## config.mk

```make
export PLATFORM = sky130hd
export DESIGN_NAME = lvds_packer
export DESIGN_NICKNAME = d
export VERILOG_FILES = /design/src/rtl/lvds_pack_pkg.sv /design/src/rtl/lvds_lane_map.sv /design/src/rtl/lvds_slot_ctr.sv /design/src/rtl/lvds_slot_ser.sv /design/src/rtl/lvds_packer.sv
export SDC_FILE = /design/constraint.sdc
export NUM_CORES = 1
export LEC_CHECK = 0
export BUFFER_PORTS_ARGS = -buffer_cell sky130_fd_sc_hd__buf_2
export CELL_PAD_IN_SITES_DETAIL_PLACEMENT = 1
export CELL_PAD_IN_SITES_GLOBAL_PLACEMENT = 2
export CORE_MARGIN = 10
export CORE_UTILIZATION = 38
export CTS_BUF_LIST = sky130_fd_sc_hd__clkbuf_8
export DETAILED_ROUTE_END_ITERATION = 8
export HOLD_SLACK_MARGIN = 0.1
export PLACE_DENSITY = 0.79
export RECOVER_POWER = 25
export SYNTH_ARGS = -nofsm -noshare
export SYNTH_HDL_FRONTEND = slang
export SYNTH_HIERARCHICAL = 1
export SYNTH_SLANG_ARGS = --single-unit
```

## constraint.sdc

```tcl
create_clock -name clk -period 1.6 [get_ports clk]
set_input_delay 0.32 -clock clk [delete_from_list [all_inputs] [get_ports clk]]
set_output_delay 0.32 -clock clk [all_outputs]
set_load 0.05 [all_outputs]
```

## src/rtl/lvds_pack_pkg.sv

```systemverilog
package lvds_pack_pkg;
    localparam int COLOR_W  = 8;
    localparam int LANE_CNT = 4;
    localparam int SLOT_CNT = 7;

    typedef logic [SLOT_CNT-1:0] slot_word_t;

    typedef enum logic {
        FMT_LOW_ON_L3  = 1'b0,
        FMT_HIGH_ON_L3 = 1'b1
    } order_e;

    typedef struct packed {
        logic [COLOR_W-1:0] red;
        logic [COLOR_W-1:0] grn;
        logic [COLOR_W-1:0] blu;
        logic               hs;
        logic               vs;
        logic               de;
    } pixel_t;
endpackage

```

## src/rtl/lvds_lane_map.sv

```systemverilog
module lvds_lane_map
    import lvds_pack_pkg::*;
#(
    parameter logic RSVD_LEVEL = 1'b0
) (
    input  pixel_t                          pix,
    input  order_e                          order,
    output logic [LANE_CNT-1:0][SLOT_CNT-1:0] words
);
    // index 0: bottom bits on lane 3, index 1: top bits on lane 3
    logic [1:0][LANE_CNT-1:0][SLOT_CNT-1:0] cand;

    for (genvar f = 0; f < 2; f++) begin : g_fmt
        localparam int BASE = (f == 1) ? 0 : 2;                 // first colour bit on lanes 0..2
        localparam int HB   = (f == 1) ? COLOR_W - 2 : 0;       // first colour bit on lane 3
        always_comb begin
            cand[f][0] = {pix.grn[BASE], pix.red[BASE+5:BASE]};
            cand[f][1] = {pix.blu[BASE+1:BASE], pix.grn[BASE+5:BASE+1]};
            cand[f][2] = {pix.de, pix.vs, pix.hs, pix.blu[BASE+5:BASE+2]};
            cand[f][3] = {RSVD_LEVEL, pix.blu[HB+1:HB], pix.grn[HB+1:HB], pix.red[HB+1:HB]};
        end
    end

    always_comb begin
        words = (order == FMT_HIGH_ON_L3) ? cand[1] : cand[0];
    end
endmodule

```

## src/rtl/lvds_slot_ctr.sv

```systemverilog
module lvds_slot_ctr
    import lvds_pack_pkg::*;
(
    input  logic clk,
    input  logic rst_n,
    input  logic shift_en,
    output logic take_o,
    output logic seg_start_o
);
    localparam int CW = $clog2(SLOT_CNT);
    localparam logic [CW-1:0] LAST = CW'(SLOT_CNT - 1);

    typedef struct packed {
        logic [CW-1:0] slot;
        logic          seg_start;
    } ctr_t;

    ctr_t ctr_d, ctr_q;

    always_comb begin
        ctr_d           = ctr_q;
        take_o          = shift_en && (ctr_q.slot == LAST);
        ctr_d.seg_start = take_o;
        if (shift_en) begin
            ctr_d.slot = take_o ? '0 : ctr_q.slot + 1'b1;
        end
        seg_start_o = ctr_q.seg_start;
    end

    always_ff @(posedge clk or negedge rst_n) begin
        if (!rst_n) begin
            ctr_q.slot      <= LAST;
            ctr_q.seg_start <= 1'b0;
        end else begin
            ctr_q <= ctr_d;
        end
    end

    // checker: count enabled cycles since the last take
    logic [CW-1:0] gap_q;
    always_ff @(posedge clk or negedge rst_n) begin
        if (!rst_n)             gap_q <= LAST;
        else if (take_o)        gap_q <= '0;
        else if (shift_en)      gap_q <= gap_q + 1'b1;
    end

    assert_take_spacing_R9: assert property (@(posedge clk) disable iff (!rst_n)
        take_o |-> (gap_q == LAST));
    assert_no_late_take_R9: assert property (@(posedge clk) disable iff (!rst_n)
        (shift_en && !take_o) |-> (gap_q < LAST));
endmodule

```

## src/rtl/lvds_slot_ser.sv

```systemverilog
module lvds_slot_ser
    import lvds_pack_pkg::*;
(
    input  logic       clk,
    input  logic       rst_n,
    input  logic       load,
    input  logic       shift,
    input  slot_word_t din,
    output logic       dout
);
    typedef struct packed {
        slot_word_t word;
    } ser_t;

    ser_t ser_d, ser_q;

    always_comb begin
        ser_d = ser_q;
        if (load) begin
            ser_d.word = din;
        end else if (shift) begin
            ser_d.word = {ser_q.word[SLOT_CNT-2:0], 1'b0};
        end
        dout = ser_q.word[SLOT_CNT-1];
    end

    always_ff @(posedge clk or negedge rst_n) begin
        if (!rst_n) ser_q <= '0;
        else        ser_q <= ser_d;
    end

    assert_idle_hold_R6: assert property (@(posedge clk) disable iff (!rst_n)
        !shift |=> $stable(dout));
endmodule

```

## src/rtl/lvds_packer.sv

```systemverilog
module lvds_packer
    import lvds_pack_pkg::*;
#(
    parameter logic             RSVD_LEVEL  = 1'b0,
    parameter logic [SLOT_CNT-1:0] CLK_PATTERN = 7'b1100011
) (
    input  logic               clk,
    input  logic               rst_n,
    input  logic               shift_en,
    input  logic               fmt_sel,
    input  logic [COLOR_W-1:0] red_i,
    input  logic [COLOR_W-1:0] grn_i,
    input  logic [COLOR_W-1:0] blu_i,
    input  logic               hsync_i,
    input  logic               vsync_i,
    input  logic               de_i,
    output logic               pix_take_o,
    output logic [LANE_CNT-1:0] lane_o,
    output logic               clk_lane_o
);
    pixel_t                          pix;
    order_e                          order;
    logic [LANE_CNT-1:0][SLOT_CNT-1:0] words;
    logic                            take;
    logic                            seg_start;

    always_comb begin
        pix   = '{red: red_i, grn: grn_i, blu: blu_i, hs: hsync_i, vs: vsync_i, de: de_i};
        order = order_e'(fmt_sel);
    end

    lvds_slot_ctr u_ctr (
        .clk        (clk),
        .rst_n      (rst_n),
        .shift_en   (shift_en),
        .take_o     (take),
        .seg_start_o(seg_start)
    );

    lvds_lane_map #(.RSVD_LEVEL(RSVD_LEVEL)) u_map (
        .pix  (pix),
        .order(order),
        .words(words)
    );

    for (genvar l = 0; l < LANE_CNT; l++) begin : g_lane
        lvds_slot_ser u_ser (
            .clk  (clk),
            .rst_n(rst_n),
            .load (take),
            .shift(shift_en),
            .din  (words[l]),
            .dout (lane_o[l])
        );
    end

    lvds_slot_ser u_clk_ser (
        .clk  (clk),
        .rst_n(rst_n),
        .load (take),
        .shift(shift_en),
        .din  (CLK_PATTERN),
        .dout (clk_lane_o)
    );

    assign pix_take_o = take;

    assert_clk_first_slot_R2: assert property (@(posedge clk) disable iff (!rst_n)
        seg_start |-> (clk_lane_o == CLK_PATTERN[SLOT_CNT-1]));
    assert_rsvd_level_R5: assert property (@(posedge clk) disable iff (!rst_n)
        seg_start |-> (lane_o[LANE_CNT-1] == RSVD_LEVEL));
    assert_lanes_hold_R6: assert property (@(posedge clk) disable iff (!rst_n)
        !shift_en |=> ($stable(lane_o) && $stable(clk_lane_o)));
endmodule

```

==> metrics.csv <==
metric;value;unit
status;finished with violations;
violations;negative setup slack;
yosysWarnings;6;
p_leak;1.32;nW
drtIter0Drc;15;
r2r_setup_slack;0.08;ns
cts-root-buf;clkbuf_8;
start_kind;flop;
ioPinCount;37;
arrival;1.31;ns
ir_drop;0.000558;V
whs_path_depth;3;
antenna_found_initial;0;
wl_per_cell;14.7;µm
cts_buffers;5;
avgViaCountPerCell;4.72;
p_per_area;1370;mW/mm²
placed_cells;306;
path_max_fanout;2;
core;0.00557;mm²
crit_required;1.28;ns
clock-sinks;38;
grt_pass1_wl;8020;µm
reg2reg_from;u_ctr/ctr_q[2];
firstDrtPassIters;4;
post_synth.cell_area_avg;11.1;µm²
min_period;1.63;ns
drcViolationCount;0;
vias;1510;
place_hpwl;3400;µm
finalMaxSlewViolations;0;
fillCellCount;631;
setup_viol;1;
gp_congestion;0.698;
nets;280;
placedInstanceArea;0.00246;mm²
hold_ws;0.243;ns
start_util;39.8;%
die_w;96.4;µm
clock_skew;0.00499;ns
max_freq;615;MHz
multiInputGateArea;0.00112;mm²
rsz0062_at_grt;true;
min_period_over_period;102;%
syn-cell-area;0.00222;mm²
min_path_type;input pin to flop;
wirelength;4690;µm
final_cells;320;
ctsLongestPathBuffers;2;
reg2reg_depth;7;
final-hold-violation-count;0;
htreeDepth;2;
cts_tree;yes;
track_usage;10.9;%
r2r-end;g_lane[1].u_ser/ser_q[1];
crit_type;flop to output pin;
min_to;g_lane[2].u_ser/ser_q[5];
num_antenna_cells;0;
die_area;0.00929;mm²
postLayoutCellArea;0.00266;mm²
drv_cap;0;
clk_pin_slew;0.07;ns
tightest_slew;0.942;ns
slew_headroom;37.2;%
seqCellArea;953;µm²
ant_nets;0;
grt_max_degree;41;
clk_latency;0.29;ns
fp-row-count;27;
synthCells;200;
critPathCaptureType;output pin;
worstHoldStart;vsync_i;
portBuffers;36;
layout-drive-gt1-share;35.1;%
post-route-util;47.7;%
worst_slack;-0.0258;ns
grt.overflow.total;0;
area_delta_synth_final;19.9;%
fp.dieH;96.4;µm
grt_pass1_vias;1701;
## critical path, cell delays in order, from the launching register on
cell and delay [ns]:
dfstp_2 0.56, ha_4 0.13, and3_4 0.18, buf_8 0.14
## through the flow
step | setup TNS, ns | setup slack, ns | power, mW
finish | -0.0258 | -0.0258 | 3.64
global route | -0.953 | -0.0726 | 3.95
CTS | -0.0463 | -0.0463 | 3.63
detailed placement | 0 | 0.0102 | 2.86
global placement | 0 | 0.0991 | 2.81
floorplan | 0 | 0.111 | 2.50
## routing by layer
layer	GRT usage [%]	part of all wire (%)	vias to the layer above
li1	-	-	768
met1	13.4	45	706
met2	17.3	47	30
met3	4.09	6.4	6
met4	4.00	1.6	0
met5	0	0	-
## worst max path at each step
stage / cells after the start / start / end
after global routing: 3 / u_ctr/ctr_q[2] / pix_take_o
after global placement: 3 / u_ctr/ctr_q[2] / pix_take_o
after floorplan: 4 / u_ctr/ctr_q[2] / g_lane[0].u_ser/ser_q[1]
final: 3 / u_ctr/ctr_q[2] / pix_take_o
after detailed placement: 6 / u_ctr/ctr_q[2] / g_lane[2].u_ser/ser_q[2]
after CTS: 3 / u_ctr/ctr_q[2] / pix_take_o
## cells in the final DEF (no fill, tap or decap), drive strengths merged
cell type / n
buf: 48
dlygate4sd3: 1
and2: 1
or2: 1
mux2i: 30
clkbuf: 9
conb: 8
nand2b: 7
and3: 1
a31oi: 1
dfstp: 2
clkinv: 1
nand2: 35
dfrtp: 36
mux2: 25
a21oi: 2
o21ai: 36
ha: 2
inv: 2
## layout make-up
type,count,area share [%]
Timing Repair Buffer,52,15.0
Clock buffer,6,3.11
Tap cell,72,3.39
Inverter,1,0.141
Multi-Input combinational cell,149,42.2
Clock inverter,2,0.329
Sequential cell,38,35.9
## sequential cells by signal (all words and copies together) (netlist names)
| signal | count |
|---|---|
| u_ctr/ctr_q | 3 |
| u_clk_ser/ser_q | 7 |
| g_lane.u_ser/ser_q | 28 |
## what timing repair did
item,CTS,global route
resized for setup,7,2
setup endpoints to repair,1,24
endpoints found under the hold margin,14,0
buffers inserted,3,0
pin swaps,2,1
hold buffers,1,0
gates cloned,0,2
## where the power goes
group / switching (mW) / internal [mW] / total (mW) / leakage (nW)
registers: 0.221 / 1.37 / 1.59 / 0.498
logic: 0.731 / 0.636 / 1.37 / 0.764
clock network: 0.336 / 0.341 / 0.677 / 0.0524
Note: power is estimated with default switching activity, not from simulation.
